[src/rtl/xfer_pkg.sv]
package xfer_pkg;
  localparam int BYTE_W = 8;
  localparam int BIT_W  = $clog2(BYTE_W);
  // Field positions in the source/destination setting bytes
  localparam int IF_BIT = 7;
  localparam int EN_BIT = 6;

  typedef enum logic {IF_TRUNK = 1'b0, IF_LINE = 1'b1} iface_e;

  typedef enum logic [1:0] {
    REG_SRC  = 2'd0,
    REG_DST  = 2'd1,
    REG_DATA = 2'd2,
    REG_STAT = 2'd3
  } reg_e;
endpackage

[src/rtl/xfer_channel.sv]
module xfer_channel
  import xfer_pkg::*;
#(
  parameter int SLOT_W = 5
) (
  input  logic              clk,
  input  logic              rst,
  input  logic              bit_tick,
  input  logic [SLOT_W-1:0] slot_num,
  input  logic [BIT_W-1:0]  bit_num,
  input  logic              trk_rx,
  input  logic              lin_rx,
  input  logic              src_we,
  input  logic              dst_we,
  input  logic              data_we,
  input  logic              data_rd,
  input  logic [BYTE_W-1:0] wdata,
  output logic [BYTE_W-1:0] src_rb,
  output logic [BYTE_W-1:0] dst_rb,
  output logic [BYTE_W-1:0] data_q,
  output logic              cap_flag,
  output logic              tx_bit,
  output logic              tx_act,
  output logic              tx_if
);
  localparam logic [BIT_W-1:0] LAST_BIT = BIT_W'(BYTE_W - 1);

  logic [SLOT_W-1:0] src_slot, dst_slot;
  iface_e            src_if, dst_if;
  logic              ch_en;

  // Channel settings
  always_ff @(posedge clk) begin
    if (rst) begin
      src_slot <= '0;
      dst_slot <= '0;
      src_if   <= IF_TRUNK;
      dst_if   <= IF_TRUNK;
      ch_en    <= 1'b0;
    end else begin
      if (src_we) begin
        src_slot <= wdata[SLOT_W-1:0];
        src_if   <= iface_e'(wdata[IF_BIT]);
        ch_en    <= wdata[EN_BIT];
      end
      if (dst_we) begin
        dst_slot <= wdata[SLOT_W-1:0];
        dst_if   <= iface_e'(wdata[IF_BIT]);
      end
    end
  end

  always_comb begin
    src_rb                 = '0;
    src_rb[SLOT_W-1:0]     = src_slot;
    src_rb[EN_BIT]         = ch_en;
    src_rb[IF_BIT]         = (src_if == IF_LINE);
    dst_rb                 = '0;
    dst_rb[SLOT_W-1:0]     = dst_slot;
    dst_rb[IF_BIT]         = (dst_if == IF_LINE);
  end

  // Capture side
  logic              rx_bit, in_src, cap_done;
  logic [BYTE_W-2:0] cap_sh;

  assign rx_bit   = (src_if == IF_LINE) ? lin_rx : trk_rx;
  assign in_src   = bit_tick && ch_en && (slot_num == src_slot);
  assign cap_done = in_src && (bit_num == LAST_BIT);

  always_ff @(posedge clk) begin
    if (rst)         cap_sh <= '0;
    else if (in_src) cap_sh <= {cap_sh[BYTE_W-3:0], rx_bit};
  end

  // Holding register: a completed capture takes precedence over a write
  always_ff @(posedge clk) begin
    if (rst)           data_q <= '0;
    else if (cap_done) data_q <= {cap_sh, rx_bit};
    else if (data_we)  data_q <= wdata;
  end

  // Fresh-data flag: setting beats the read-clear
  always_ff @(posedge clk) begin
    if (rst)           cap_flag <= 1'b0;
    else if (cap_done) cap_flag <= 1'b1;
    else if (data_rd)  cap_flag <= 1'b0;
  end

  // Transmit side: snapshot at every slot start, drive only in the destination slot
  logic [BYTE_W-2:0] tx_sh;
  logic              slot_first, at_dst;

  assign slot_first = (bit_num == '0);
  assign at_dst     = (slot_num == dst_slot);

  always_ff @(posedge clk) begin
    if (rst) begin
      tx_act <= 1'b0;
      tx_bit <= 1'b0;
      tx_sh  <= '0;
      tx_if  <= 1'b0;
    end else if (bit_tick) begin
      tx_act <= ch_en && at_dst && (slot_first || tx_act);
      if (slot_first) begin
        {tx_bit, tx_sh} <= data_q;
        tx_if           <= (dst_if == IF_LINE);
      end else begin
        {tx_bit, tx_sh} <= {tx_sh, 1'b0};
      end
    end
  end

  a_r3_flag_from_capture: assert property (@(posedge clk) disable iff (rst)
    $rose(cap_flag) |-> $past(bit_tick && ch_en && bit_num == LAST_BIT));

  a_r6_data_holds: assert property (@(posedge clk) disable iff (rst)
    (!data_we && !cap_done) |=> $stable(data_q));

  a_r4_moves_on_tick: assert property (@(posedge clk) disable iff (rst)
    !bit_tick |=> ($stable(tx_act) && $stable(tx_bit)));

  a_r4_full_slot: assert property (@(posedge clk) disable iff (rst)
    $rose(tx_act) |-> ($past(bit_num) == '0));

  a_r8_quiet_when_off: assert property (@(posedge clk) disable iff (rst)
    (bit_tick && !ch_en) |=> !tx_act);

  a_r9_read_clears: assert property (@(posedge clk) disable iff (rst)
    (data_rd && !cap_done) |=> !cap_flag);
endmodule

[src/rtl/xfer_tx_merge.sv]
module xfer_tx_merge #(
  parameter int NUM_CH = 2
) (
  input  logic [NUM_CH-1:0] tx_bit,
  input  logic [NUM_CH-1:0] tx_act,
  input  logic [NUM_CH-1:0] tx_if,
  output logic              trk_tx,
  output logic              trk_oe,
  output logic              lin_tx,
  output logic              lin_oe
);
  // Scan from the highest channel down so the lowest index wins a collision
  always_comb begin
    trk_tx = 1'b0;
    trk_oe = 1'b0;
    lin_tx = 1'b0;
    lin_oe = 1'b0;
    for (int c = NUM_CH - 1; c >= 0; c--) begin
      if (tx_act[c]) begin
        if (tx_if[c]) begin
          lin_oe = 1'b1;
          lin_tx = tx_bit[c];
        end else begin
          trk_oe = 1'b1;
          trk_tx = tx_bit[c];
        end
      end
    end
  end
endmodule

[src/rtl/xfer_host_if.sv]
module xfer_host_if
  import xfer_pkg::*;
#(
  parameter int NUM_CH = 2,
  parameter int CH_W   = 1,
  parameter int ADDR_W = CH_W + 2
) (
  input  logic                           clk,
  input  logic                           rst,
  input  logic                           cpu_we,
  input  logic                           cpu_re,
  input  logic [ADDR_W-1:0]              cpu_addr,
  input  logic [NUM_CH-1:0][BYTE_W-1:0]  src_rb,
  input  logic [NUM_CH-1:0][BYTE_W-1:0]  dst_rb,
  input  logic [NUM_CH-1:0][BYTE_W-1:0]  data_rb,
  input  logic [NUM_CH-1:0]              flag_rb,
  output logic [NUM_CH-1:0]              src_we,
  output logic [NUM_CH-1:0]              dst_we,
  output logic [NUM_CH-1:0]              data_we,
  output logic [NUM_CH-1:0]              data_rd,
  output logic [BYTE_W-1:0]              cpu_rdata
);
  logic [CH_W-1:0] ch_sel;
  reg_e            reg_sel;

  assign ch_sel  = cpu_addr[ADDR_W-1:2];
  assign reg_sel = reg_e'(cpu_addr[1:0]);

  for (genvar c = 0; c < NUM_CH; c++) begin : g_dec
    logic hit;
    assign hit        = (ch_sel == CH_W'(c));
    assign src_we[c]  = cpu_we && hit && (reg_sel == REG_SRC);
    assign dst_we[c]  = cpu_we && hit && (reg_sel == REG_DST);
    assign data_we[c] = cpu_we && hit && (reg_sel == REG_DATA);
    assign data_rd[c] = cpu_re && hit && (reg_sel == REG_DATA);
  end

  logic [BYTE_W-1:0] rd_val;
  always_comb begin
    rd_val = '0;
    if (int'(ch_sel) < NUM_CH) begin
      case (reg_sel)
        REG_SRC:  rd_val = src_rb[ch_sel];
        REG_DST:  rd_val = dst_rb[ch_sel];
        REG_DATA: rd_val = data_rb[ch_sel];
        REG_STAT: rd_val = {{(BYTE_W-1){1'b0}}, flag_rb[ch_sel]};
        default:  rd_val = '0;
      endcase
    end
  end

  always_ff @(posedge clk) begin
    if (rst)         cpu_rdata <= '0;
    else if (cpu_re) cpu_rdata <= rd_val;
  end

  a_r2_rdata_hold: assert property (@(posedge clk) disable iff (rst)
    !cpu_re |=> $stable(cpu_rdata));
endmodule

[src/rtl/slot_xfer_unit.sv]
module slot_xfer_unit
  import xfer_pkg::*;
#(
  parameter  int NUM_CH    = 2,
  parameter  int NUM_SLOTS = 32,
  localparam int SLOT_W    = $clog2(NUM_SLOTS),
  localparam int CH_W      = (NUM_CH > 1) ? $clog2(NUM_CH) : 1,
  localparam int ADDR_W    = CH_W + 2
) (
  input  logic              clk,
  input  logic              rst,
  input  logic              bit_tick,
  input  logic [SLOT_W-1:0] slot_num,
  input  logic [BIT_W-1:0]  bit_num,
  input  logic              trk_rx,
  input  logic              lin_rx,
  output logic              trk_tx,
  output logic              trk_oe,
  output logic              lin_tx,
  output logic              lin_oe,
  input  logic              cpu_we,
  input  logic              cpu_re,
  input  logic [ADDR_W-1:0] cpu_addr,
  input  logic [BYTE_W-1:0] cpu_wdata,
  output logic [BYTE_W-1:0] cpu_rdata
);
  logic [NUM_CH-1:0]             src_we, dst_we, data_we, data_rd;
  logic [NUM_CH-1:0]             cap_flag, tx_bit, tx_act, tx_if;
  logic [NUM_CH-1:0][BYTE_W-1:0] src_rb, dst_rb, data_rb;

  xfer_host_if #(
    .NUM_CH (NUM_CH),
    .CH_W   (CH_W),
    .ADDR_W (ADDR_W)
  ) u_host (
    .clk       (clk),
    .rst       (rst),
    .cpu_we    (cpu_we),
    .cpu_re    (cpu_re),
    .cpu_addr  (cpu_addr),
    .src_rb    (src_rb),
    .dst_rb    (dst_rb),
    .data_rb   (data_rb),
    .flag_rb   (cap_flag),
    .src_we    (src_we),
    .dst_we    (dst_we),
    .data_we   (data_we),
    .data_rd   (data_rd),
    .cpu_rdata (cpu_rdata)
  );

  for (genvar c = 0; c < NUM_CH; c++) begin : g_ch
    xfer_channel #(.SLOT_W(SLOT_W)) u_ch (
      .clk      (clk),
      .rst      (rst),
      .bit_tick (bit_tick),
      .slot_num (slot_num),
      .bit_num  (bit_num),
      .trk_rx   (trk_rx),
      .lin_rx   (lin_rx),
      .src_we   (src_we[c]),
      .dst_we   (dst_we[c]),
      .data_we  (data_we[c]),
      .data_rd  (data_rd[c]),
      .wdata    (cpu_wdata),
      .src_rb   (src_rb[c]),
      .dst_rb   (dst_rb[c]),
      .data_q   (data_rb[c]),
      .cap_flag (cap_flag[c]),
      .tx_bit   (tx_bit[c]),
      .tx_act   (tx_act[c]),
      .tx_if    (tx_if[c])
    );
  end

  xfer_tx_merge #(.NUM_CH(NUM_CH)) u_merge (
    .tx_bit (tx_bit),
    .tx_act (tx_act),
    .tx_if  (tx_if),
    .trk_tx (trk_tx),
    .trk_oe (trk_oe),
    .lin_tx (lin_tx),
    .lin_oe (lin_oe)
  );

  a_r1_oe_after_reset: assert property (@(posedge clk)
    $fell(rst) |-> (!trk_oe && !lin_oe));
endmodule

[config.mk]
export PLATFORM = sky130hd
export DESIGN_NAME = slot_xfer_unit
export DESIGN_NICKNAME = d
export VERILOG_FILES = /design/src/rtl/xfer_pkg.sv /design/src/rtl/xfer_channel.sv /design/src/rtl/xfer_tx_merge.sv /design/src/rtl/xfer_host_if.sv /design/src/rtl/slot_xfer_unit.sv
export SDC_FILE = /design/constraint.sdc
export NUM_CORES = 1
export LEC_CHECK = 0
export ABC_AREA = 1
export BUFFER_PORTS_ARGS = -buffer_cell sky130_fd_sc_hd__buf_4
export CAP_MARGIN = 10
export CORE_ASPECT_RATIO = 0.5
export CORE_MARGIN = 2
export CORE_UTILIZATION = 40
export CTS_CLUSTER_SIZE = 40
export DETAILED_ROUTE_END_ITERATION = 12
export GPL_ROUTABILITY_DRIVEN = 0
export MAX_ROUTING_LAYER = met4
export PLACE_DENSITY = 0.58
export SETUP_SLACK_MARGIN = 0.5
export SLEW_MARGIN = 40
export SYNTH_ARGS = -nofsm -noshare
export SYNTH_HDL_FRONTEND = slang
export SYNTH_HIERARCHICAL = 1
export SYNTH_SLANG_ARGS = --single-unit
[constraint.sdc]
create_clock -name clk -period 1.4 [get_ports clk]
set_clock_uncertainty 0.05 [all_clocks]
set_input_delay 0.21 -clock clk [delete_from_list [all_inputs] [get_ports clk]]
set_output_delay 0.21 -clock clk [all_outputs]
set_load 0.02 [all_outputs]
== Yosys cells after proc, flatten, opt, wreduce, memory -nomap -nowiden ==
Cells that the tools add are included.
Word-level totals
  flip-flop bits (word level): 86
  input bits: 26
  logic and storage cells: 105
Operators by class
  magnitude comparators: 1
  equality and inequality tests: 8
  mux-type cells: 39
  bitwise logic cells: 1
  reduce and logical (&&, ||, !) cells: 31
Operators by type and width (number)
  8-bit two-way mux: 10
  8-bit one-hot mux with 4 select lines: 1
  1-bit two-way mux: 26
  1-bit logical AND: 22
  5-bit == test: 4
  7-bit two-way mux: 2
  2-bit nonzero test: 4
  2-bit == test (second input constant): 2
  3-bit == test (second input constant): 1
  3-bit logical NOT: 1
  2-bit by 1-bit == test with 1-bit output (second input constant): 1
  2-bit logical NOT: 1
  1-bit logical OR: 2
  1-bit by 2-bit less-than comparator with 1-bit output (second input constant): 1
  2-bit AND reduction: 1
  1-bit inverter: 1

== Depth between registers and ports, before layout ==
Gate-level depths: netlist of the first run.
  depth after elaboration: 5
  gate-level depth with buffers: 10

== Cells and area by module ==
Netlist of the first run, hierarchy kept.
Modules (own cells, without submodules)
  xfer_channel: instances 2, cells each 259, area an instance 1878.1 sq um, seq. area each 780.7 sq um
  xfer_host_if: instances 1, cells each 166, area an instance 849.6 sq um, seq. area each 160.2 sq um
  xfer_tx_merge: instances 1, cells each 14, area an instance 62.6 sq um, seq. area each 0.0 sq um

== Worst setup path after synthesis of the first run ==
OpenSTA, ideal clock, no wires.
  path type: input-to-reg
  start: input cpu_addr[2]
  end: register g_ch[0].u_ch.data_q[3]
  setup time: 131 ps
  arrival time: 1312 ps
  data required time: 1219 ps
  setup slack: -93 ps
  stages on the path: 9
  buffers on the path: 3
  cell sequence: buf_6 > inv_2 > buf_6 > nand2_1 > nor2_1 > buf_1 > inv_1 > nand3_1 > a21oi_2
On the way
  word-level cells in the longest chain between the ends: 4
RTL lines
  start: declaration: RTL line slot_xfer_unit.sv:23  | input logic [ADDR_W-1:0] cpu_addr,
  1-bit inverter: RTL line xfer_host_if.sv:31  | assign hit = (ch_sel == CH_W'(c));
  1-bit logical AND (2 in series): RTL line xfer_host_if.sv:34  | assign data_we[c] = cpu_we && hit && (reg_sel == REG_DATA);
  named net data_we[0]: RTL line slot_xfer_unit.sv:27  | logic [NUM_CH-1:0] src_we, dst_we, data_we, data_rd;
  2-bit nonzero test (no source line)
  end signal: assignment: RTL line xfer_channel.sv:79  | else if (cap_done) data_q <= {cap_sh, rx_bit};
  end signal: assignment: RTL line xfer_channel.sv:80  | else if (data_we) data_q <= wdata;
  end: declaration: RTL line xfer_channel.sv:20  | output logic [BYTE_W-1:0] data_q,
The timed path passes the listed nets, and every way through them passes these cells.
A chain may end at the register's enable or synchronous reset.

== Worst setup path after layout of the first run ==
  start: register g_ch[1].u_ch.src_slot[1]
  end: register g_ch[1].u_ch.data_q[0]
On the way
  word-level cells in the longest chain between the ends: 4
  elaborated cells between the ends (all ways): 5
  classes of those cells: eq/ne (1); mux (1); reduce/logical (3)
RTL lines
  start: declaration: RTL line xfer_channel.sv:28  | logic [SLOT_W-1:0] src_slot, dst_slot;
  start signal: assignment: RTL line xfer_channel.sv:42  | src_slot <= wdata[SLOT_W-1:0];
  5-bit == test *: RTL line xfer_channel.sv:68  | assign in_src = bit_tick && ch_en && (slot_num == src_slot);
  1-bit logical AND *: RTL line xfer_channel.sv:68
  1-bit logical AND *: RTL line xfer_channel.sv:69  | assign cap_done = in_src && (bit_num == LAST_BIT);
  8-bit two-way mux or 2-bit nonzero test (tied branches)
  end signal: assignment: RTL line xfer_channel.sv:79
  end signal: assignment: RTL line xfer_channel.sv:80
  end: declaration: RTL line xfer_channel.sv:20
Mark *: on every way between the ends. The rest lies on a longest branch, timed or not.

==> results of run 1 <==
[critical path, delay by kind of cell (launching register included)]
| kind | cells | cell delay, ns |
|---|---|---|
| AOI/OAI and AO/OA | 2 | 0.20 |
| buffers and inverters | 1 | 0.17 |
| DFF | 1 | 0.36 |
| and+or+nand+nor | 5 | 0.57 |
[final timing paths]
path                       startpoint                     end  slack (ns)  cells past startpoint
max          g_ch[1].u_ch/src_slot[1]  g_ch[1].u_ch/data_q[0]       -0.02                      8
min                               rst  g_ch[0].u_ch/data_q[3]        0.07                      2
max reg2reg  g_ch[1].u_ch/src_slot[1]  g_ch[1].u_ch/data_q[0]       -0.02                      8
min reg2reg    g_ch[1].u_ch/cap_sh[6]  g_ch[1].u_ch/cap_sh[6]        0.42                      2
[layout make-up]
cell class                      instances  share of cell area (%)
Clock buffer                           11                    3.55
Multi-Input combinational cell        484                    43.4
Tap cell                              159                    2.91
Inverter                               95                    6.35
Clock inverter                          4                   0.348
Timing Repair inverter                  1                  0.0915
Timing Repair Buffer                  124                    17.1
Sequential cell                        86                    26.2
[synth_stat cells]
cell type / number
nand2_1: 191
conb_1: 2
nand3_4: 2
o211ai_1: 19
nor3_1: 2
buf_1: 4
a21oi_1: 52
buf_6: 11
clkbuf_8: 1
nor2_1: 52
inv_2: 2
buf_4: 14
nand2_2: 6
buf_2: 2
o21ai_1: 10
nor2_2: 4
nor2_4: 4
o22ai_1: 6
clkbuf_1: 8
a21oi_2: 6
nor3_4: 2
nand2_4: 2
dfxtp_1: 86
clkinv_1: 4
xor2_1: 2
nand3_1: 42
o21ai_0: 54
nand4_1: 17
o21ai_2: 2
inv_1: 89
[routing by layer]
layer  part of all wire (%)  vias to the layer above  wire length (um)
li1                       -                     2451                 -
met1                     52                     2268              7690
met2                     42                      124              6200
met3                    4.7                       15               693
met4                    1.3                        0               198
met5                      0                        -                 0
[logic make-up after synthesis]
kind of cell / after synthesis
other: 2
buffers and inverters: 135
AOI/OAI and AO/OA: 149
DFF: 86
xor gates and xnor gates: 2
and+or+nand+nor: 324
[power by group through the flow]
stage,registers [uW],clock network (uW),logic [uW]
2_1_floorplan,2640,0,460
3_3_place_gp,2630,0,741
3_5_place_dp,2630,0,746
4_1_cts,2590,2260,831
5_1_grt,2590,2370,1050
6_report,2580,2230,965
[through the flow]
stage / hold slack, ns / instance area [sq um] / setup slack (ns) / cells
finish: 0.0685 / 6840 / -0.0222 / 964
global route: 0.0631 / 6840 / -0.109 / 964
CTS: 0.0637 / 6220 / 0.00616 / 948
detailed placement: 0.400 / 5490 / -0.104 / 909
global placement: 0.397 / 5490 / -0.0681 / 909
floorplan: 0.229 / 4950 / 0.0893 / 702
[sequential cells by signal (all words and copies together), names as in the netlist, 8 cells and up]
| name | count |
|---|---|
| u_host/cpu_rdata | 8 |
| g_ch.u_ch/data_q | 16 |
| g_ch.u_ch/tx_sh | 14 |
| g_ch.u_ch/cap_sh | 14 |
| g_ch.u_ch/src_slot | 10 |
| g_ch.u_ch/dst_slot | 10 |
[what timing repair did]
item,4_1_cts,5_1_grt
hold endpoints to repair,0,0
cloned,4,1
buffers inserted,20,15
pin swaps,59,52
resized for setup,108,149
endpoints found under the setup margin,67,89
hold buffers,0,0
==> results.yml, run 1 <==
synth:
  synth_compound_area_share_pct: 17.8
  yosys.area_share.simple_pct: 30.8
  synth-seq-cells: 86
  yosysTopAreaCell: "dfxtp_1"
  netlist.area_leader.share_pct: 36.9
  synthMuxAreaShare_pct: 0
  ys_top_cells_by_area: "dfxtp_1 37%, nand2_1 15%, inv_1 7.2%, o21ai_0 5.8%, a21oi_1 5.6%"
  synth_cell_types: 30
  synth.cell_area_sq_um: 4670
  syn_area_per_cell_sq_um: 6.69
  synth_xor_area_share_pct: 0.375
  syn_inst: 698
  seq_area_frac_synth_pct: 36.9
  synth_top_family_by_area: "simple AND/OR/NAND/NOR gates"
  yosys_warnings: 6
  yosys.area_share.adder_pct: 0
clocking:
  numCtsBuffers: 9
  cts_root_buf: "clkbuf_16"
  htree_levels: 3
  cts.path.max_buffers: 2
  path_clk_slew_ns: 0.06
  cts_tree: "yes"
  clk_latency_ns: 0.34
  clock-sinks: 86
cells_and_area:
  nets: 827
  area.growth.synth_to_final_pct: 46.5
  final_cell_mix: "144 x nand2_1, 72 x buf_4, 57 x inv_1"
  final_common_cell: "nand2_1"
  fillerInstances: 1010
  seq_area_sq_um: 1790
  multiInputGateArea_sq_um: 2970
  drive_gt1_share_pct: 46.5
  antenna_cells: 0
  final_core_util_pct: 61.2
grt:
  grt_pass1_wl_mm: 23.3
  grt_use_met1_pct: 35.8
  grt_usage_pct: 25.0
  grt_max_degree: 35
  met3_usage_pct: 4.10
  grt_pass1_vias: 4436
  grt_util_met2_pct: 36.4
  grt.busiest_layer: "met2"
  grt_overflow: 0
  antenna_found_initial: 0
setup_path:
  start_kind: "register"
  crit_top_cell: "nand2_1"
  cp_max_fo: 7
  critPathKind: "reg -> reg"
  crit_slowest_cell: "dfxtp_4"
  cp_data_required_time_ns: 1.62
  path_cells: "nand2_1 > o21ai_1 > nor2_2 > nand3_4 > buf_6 > nand2_1 > nand2_1 > a21oi_1"
  critPathArrivalTime_ns: 1.64
  worstSetupEndpointType: "register"
  max_stage_delay_ns: 0.36
pwr:
  power_leakage_uw: 0.00299
  p_int_uw: 4160
  swShare_pct: 27.9
  pwr-share-clk_pct: 38.6
  pwr-share-seq_pct: 44.7
  p_sw_uw: 1610
  power.density_nw_per_um2: 844
  power.share.combinational_pct: 16.7
  max-vdd-ir-drop_v: 0.000452
  finalPower_uw: 5770
route:
  ant_nets: 0
  firstDrtPassIters: 4
  viasPerCell: 5.04
  vias: 4858
  route.detailed.wl_per_inst_um: 15.3
  drt_wl_total_mm: 14.8
  detail_route.iter0.violations: 300
  drc: 0
outcome:
  failed_checks: "setup timing"
  status: "finished, violations left"
timing:
  final-max-slew-violation-count: 0
  hold_violations: 0
  finalSetupViolations: 9
  max_freq_ghz: 0.703
  period_share_pct: 102
  final.setup.worst_slack_ns: -0.0222
  grt_setup_unrepaired: "yes"
  min_period_ns: 1.42
  tns_ns: -0.0994
place:
  place_hpwl_mm: 10.0
  portBuffers: 37
floorplanning:
  die_area_sq_um: 12600
  core-area_sq_um: 11200
  boundaryPins: 38
  die_y_um: 80.4
  start_util_pct: 41.7
  rows: 27
  die_w_um: 157
worst_hold_path:
  hold_class: "in -> reg"
run:
  maxCapViolCount: 0
Note: power is estimated with default switching activity, not from simulation.
==> inputs of run 2 (changes only) <==
Settings changed: PLACE_DENSITY 0.58 to 0.63, SYNTH_HIERARCHICAL 1 to unset.
Clock period 1.4 ns to 1.29 ns, I/O delays scaled along.
==> run 2 against run 1 <==
  * The run still ends with setup timing left
  * Wire length rose by 0.59%
  * Highest routed layer unchanged
  * First-iteration DRC count rose by 49%
  * Sequential power rose by 9.3%
  * Maximum frequency fell by 0.63%
  * Global-route usage rose by 0.72 points
  * Critical endpoint is now g_ch[1].u_ch.data_q[5]
  * Flip-flop and latch count did not move
==> results.yml, run 2 <==
grt:
  grt_usage_pct: 25.7
  antenna_found_initial: 0
  grt_pass1_wl_mm: 22.3
  grt_pass1_vias: 4185
  grt_overflow: 0
  grt_max_degree: 44
cells_and_area:
  reg.largest.list: "g_ch.u_ch.data_q (16), g_ch.u_ch.cap_sh (14), g_ch.u_ch.tx_sh (14)"
  final_core_util_pct: 65.1
  seq_area_sq_um: 1780
  top_register: "g_ch.u_ch.data_q"
  fillerInstances: 842
  multiInputGateArea_sq_um: 2780
  area.growth.synth_to_final_pct: 58.0
  nets: 744
  final_common_cell: "nand2_1"
  final_cell_mix: "68 x nand2_1, 64 x buf_4, 49 x dfxtp_1"
  antenna_cells: 0
  drive_gt1_share_pct: 51.7
  largest_reg_flops: 16
  fin_cells: 863
pwr:
  power.density_nw_per_um2: 949
  pwr-share-seq_pct: 44.5
  power_leakage_uw: 0.00277
  swShare_pct: 28.1
  pwr-share-clk_pct: 38.7
  max-vdd-ir-drop_v: 0.000741
  power.share.combinational_pct: 16.8
  p_sw_uw: 1780
  finalPower_uw: 6340
  p_int_uw: 4560
synth:
  netlist.area_leader.share_pct: 40.7
  yosysMostFrequentCell: "nand2_1"
  synth_flop_cell: "dfxtp_1"
  ys_top_cells_by_area: "dfxtp_1 41%, nand2_1 11%, o21ai_0 8.6%, a21oi_1 7.5%, inv_1 5.8%"
  seq_area_frac_synth_pct: 40.7
  synthTopCellsByCount: "121 x nand2_1, 86 x dfxtp_1, 73 x o21ai_0, 65 x inv_1, 63 x a21oi_1"
  synth_cell_types: 36
  async_flop_share_pct: 0
  yosys_warnings: 0
  syn_inst: 604
  syn_area_per_cell_sq_um: 7.00
  synth_nets: 630
  synth_edf_count: 0
  synth.cell_area_sq_um: 4230
  synth-seq-cells: 86
  yosysTopAreaCell: "dfxtp_1"
setup_path:
  cp_max_fo: 8
  path_cells: "nand2_2 > a21oi_2 > nand2_2 > nor2_4 > nand3_4 > buf_6 > nand2_2 > nand2_2 > a21oi_2"
  critPathKind: "reg -> reg"
  crit_slowest_cell: "dfxtp_2"
  cp_data_required_time_ns: 1.52
  critPathArrivalTime_ns: 1.66
  cp_num_buf_inv: 1
  cpLargestDelayFamily: "simple AND/OR/NAND/NOR gates"
  worstSetupEndpointType: "register"
  max_stage_delay_ns: 0.34
  start_kind: "register"
  crit_top_cell: "nand2_2"
route:
  ant_nets: 0
  drt_wl_total_mm: 14.9
  detail_route.iter0.violations: 448
  firstDrtPassIters: 5
  drc: 0
  viasPerCell: 5.49
  route.detailed.wl_per_inst_um: 17.2
  vias: 4740
clocking:
  numCtsBuffers: 9
  clock-sinks: 86
  clk_latency_ns: 0.34
  htree_levels: 3
  holdBufCountCts: 0
  path_clk_slew_ns: 0.07
  cts.path.max_buffers: 2
  cts_tree: "yes"
  cts_root_buf: "clkbuf_16"
outcome:
  failed_checks: "setup timing"
  status: "finished, violations left"
floorplanning:
  start_util_pct: 41.2
  core-area_sq_um: 10200
  die_area_sq_um: 11500
  die_y_um: 76.7
  die_w_um: 149
  rows: 26
  boundaryPins: 38
timing:
  finalSetupViolations: 34
  grt_setup_unrepaired: "yes"
  hold_violations: 0
  final-max-slew-violation-count: 0
  min_period_ns: 1.43
  final.setup.worst_slack_ns: -0.141
  max_freq_ghz: 0.699
  worst_slew_pin_slew_ns: 0.414
  period_share_pct: 111
  relSlewSlack_pct: 72.4
place:
  dp_cells: 805
  place_hpwl_mm: 9.32
  portBuffers: 37
run:
  maxCapViolCount: 0
worst_hold_path:
  hold_class: "in -> reg"
-- run 2: cell count changes after synthesis, moves of 6 or more --
cell | previous run | this run
o21ai_0 | 54 | 73
buf_4 | 14 | 3
buf_2 | 2 | 8
nor2_1 | 52 | 46
buf_6 | 11 | 3
a21oi_1 | 52 | 63
inv_2 | 2 | 9
inv_1 | 89 | 65
nand2_1 | 191 | 121
o21ai_1 | 10 | 1
-- run 2: area by class of cell --
cell class / count / area share (%)
clock inverter: 4 / 0.337
tap: 140 / 2.62
sequential: 86 / 26.6
inverter: 77 / 5.70
timing repair buffer: 126 / 19.0
clock buffer: 12 / 3.69
multi-input combinational: 415 / 41.7
timing repair inverter: 3 / 0.356
-- run 2: cell families (layout without fill, tap and decap cells) --
family | count (synthesis) | after routing | share of synthesized area, %
AOI/OAI and AO/OA | 177 | 177 | 23.4
xor gates and xnor gates | 2 | 2 | 0.415
and+or+nand+nor | 234 | 236 | 25.0
DFF | 86 | 86 | 40.7
buffers and inverters | 105 | 222 | 10.5
-- run 2: path summary, 6_finish.rpt --
kind                                        startpoint                      to  slack (ns)  cells after the start
worst max-delay path                g_ch[1].u_ch.ch_en  g_ch[1].u_ch.data_q[5]       -0.14                      9
worst min register to register  g_ch[0].u_ch.cap_sh[6]  g_ch[0].u_ch.cap_sh[6]        0.42                      2
worst max register to register      g_ch[1].u_ch.ch_en  g_ch[1].u_ch.data_q[5]       -0.14                      9
worst min-delay path                            cpu_re     u_host.cpu_rdata[4]        0.05                      2
-- run 2: power groups by stage --
stage                     Clock (uW)  Combinational (uW)  Sequential [uW]
after floorplan                    0                 442             2860
after global routing            2560                1140             2830
after detailed placement           0                 780             2860
after CTS                       2450                 924             2810
after global placement             0                 774             2860
final                           2450                1070             2820
-- run 2: repair_timing --
item                       CTS  global route
gates cloned                 5             2
setup endpoints to repair   98            98
gates resized for setup    167           121
hold endpoints to repair     0             0
pin swaps                   55            44
setup buffers               13            22
-- run 2: through the flow --
stage	hold slack, ns	setup slack, ns	setup TNS (ns)	instance area [sq um]
floorplan	0.213	0.0535	0	4510
global placement	0.389	-0.0939	-0.943	5170
detailed placement	0.395	-0.0844	-1.39	5170
CTS	0.0338	-0.0702	-0.953	6070
global route	0.0542	-0.214	-4.91	6680
finish	0.0470	-0.141	-2.36	6680
-- run 2: routing by layer --
| layer | wire length (um) | share of wire (%) | vias to the layer above | track usage [%] |
|---|---|---|---|---|
| met5 | 0 | 0 | - | - |
| met3 | 1280 | 8.6 | 39 | 6.31 |
| li1 | - | - | 2259 | - |
| met4 | 328 | 2.2 | 0 | 6.48 |
| met2 | 6390 | 43 | 209 | 35.0 |
| met1 | 6880 | 46 | 2233 | 37.6 |
==> inputs of run 3 (changes only) <==
Settings changed: MAX_ROUTING_LAYER met4 to unset.
==> run 3 against run 2 <==
  * The run still ends with setup timing left
  * Via count down 1.8%
  * Flip-flop and latch count unchanged
  * Cell area about the same
  * First-iteration DRC count down 1.8%
  * Wire length down 0.58%
  * Power down 0.15%
  * Sequential power about the same
  * Utilization down 0.061 points
  * Clock power about the same
==> results.yml, run 3 (synthesis gave the netlist of run 2 again) <==
worst_hold_path:
  whs_path_depth: 2
  hold_class: "in -> reg"
  min_from: "cpu_re"
timing:
  worst_slew_pin_slew_ns: 0.411
  min_period_ns: 1.44
  finalSetupViolations: 34
  relSlewSlack_pct: 72.6
  tns_ns: -2.36
  hold_violations: 0
  final.setup.worst_slack_ns: -0.148
  grt_setup_unrepaired: "yes"
  final-max-slew-violation-count: 0
  max_freq_ghz: 0.695
  period_share_pct: 111
floorplanning:
  die_area_sq_um: 11500
  boundaryPins: 38
  rows: 26
  start_util_pct: 41.2
  die_y_um: 76.7
  die_w_um: 149
  core-area_sq_um: 10200
cells_and_area:
  design_area_sq_um: 6670
  nets: 742
  final_core_util_pct: 65.1
  final_cell_mix: "68 x nand2_1, 62 x buf_4, 49 x dfxtp_1"
  top_register: "g_ch.u_ch.data_q"
  reg.largest.list: "g_ch.u_ch.data_q (16), g_ch.u_ch.cap_sh (14), g_ch.u_ch.tx_sh (14)"
  final_common_cell: "nand2_1"
  drive_gt1_share_pct: 51.6
  area.growth.synth_to_final_pct: 57.8
  largest_reg_flops: 16
  antenna_cells: 0
route:
  drt_wl_total_mm: 14.8
  viasPerCell: 5.41
  drc: 0
  firstDrtPassIters: 5
  detail_route.iter0.violations: 440
  ant_nets: 0
  route.detailed.wl_per_inst_um: 17.2
  vias: 4657
clocking:
  clock-sinks: 86
  cts.path.max_buffers: 2
  cts_tree: "yes"
  numCtsBuffers: 9
  clk_latency_ns: 0.34
  cts_root_buf: "clkbuf_16"
  htree_levels: 3
  holdBufCountCts: 0
  path_clk_slew_ns: 0.06
setup_path:
  start_kind: "register"
  setup.worst_path.start: "g_ch[1].u_ch.ch_en"
  critPathArrivalTime_ns: 1.66
  reg2regPathDepth: 9
  critPathKind: "reg -> reg"
  cp_max_fo: 8
  worstSetupEndpointType: "register"
  cp_data_required_time_ns: 1.52
  timing.rr.start: "g_ch[1].u_ch.ch_en"
pwr:
  max-vdd-ir-drop_v: 0.000737
  power_leakage_uw: 0.00277
  power.density_nw_per_um2: 949
outcome:
  failed_checks: "setup timing"
  status: "finished, violations left"
grt:
  grt_pass1_vias: 4188
  grt_pass1_wl_mm: 22.3
  antenna_found_initial: 0
  grt_usage_pct: 25.0
  grt_max_degree: 44
  grt_overflow: 0
place:
  place_hpwl_mm: 9.32
  place_area_sq_um: 5170
  portBuffers: 37
run:
  maxCapViolCount: 0
-- run 3: worst paths after layout --
check	end	slack, ns
max	g_ch[1].u_ch.data_q[5]	-0.15
min	u_host.cpu_rdata[4]	0.05
max reg2reg	g_ch[1].u_ch.data_q[5]	-0.15
min reg2reg	g_ch[0].u_ch.cap_sh[6]	0.42
-- run 3: what timing repair did --
action / CTS / global route
gates cloned: 5 / 2
buffers inserted: 13 / 20
gates resized for setup: 167 / 121
endpoints found under the setup margin: 98 / 98
pin swaps: 55 / 43
-- run 3: power breakdown --
group / switching, uW / leakage, uW / internal (uW) / total (uW)
Clock: 1100 / 0.000132 / 1350 / 2450
Sequential: 75.0 / 0.000717 / 2740 / 2820
Combinational: 602 / 0.00192 / 462 / 1060
-- run 3: layout make-up --
cell class,count,area [sq um]
Clock buffer,12,246
Clock inverter,4,22.5
Fill cell,843,3580
Inverter,77,380
Multi-Input combinational cell,415,2780
Sequential cell,86,1780
Tap cell,140,175
Timing Repair Buffer,124,1260
Timing Repair inverter,3,23.8
-- run 3: per-layer routing --
layer / up-vias / routed length (um) / GRT usage, %
met5: - / 0 / 0
met4: 0 / 275 / 6.29
met3: 31 / 1170 / 6.19
met2: 188 / 6360 / 34.8
met1: 2180 / 6980 / 37.9
li1: 2258 / - / -
-- run 3: metrics by stage --
stage / hold slack, ns / total power (uW) / worst slack (ns) / cells
after floorplan: 0.213 / 3300 / 0.0535 / 604
after global placement: 0.389 / 3630 / -0.0939 / 805
after detailed placement: 0.395 / 3640 / -0.0844 / 805
after CTS: 0.0338 / 6180 / -0.0702 / 839
after global routing: 0.0535 / 6520 / -0.213 / 861
final: 0.0480 / 6330 / -0.148 / 861
-- run 3: critical path, cell delays in order (launching register included) --
cell and delay (ns):
dfxtp_2 0.34, nand2_2 0.06, a21oi_2 0.11, nand2_2 0.07, nor2_4 0.19, nand3_4 0.16
buf_6 0.16, nand2_2 0.05, nand2_2 0.05, a21oi_2 0.12
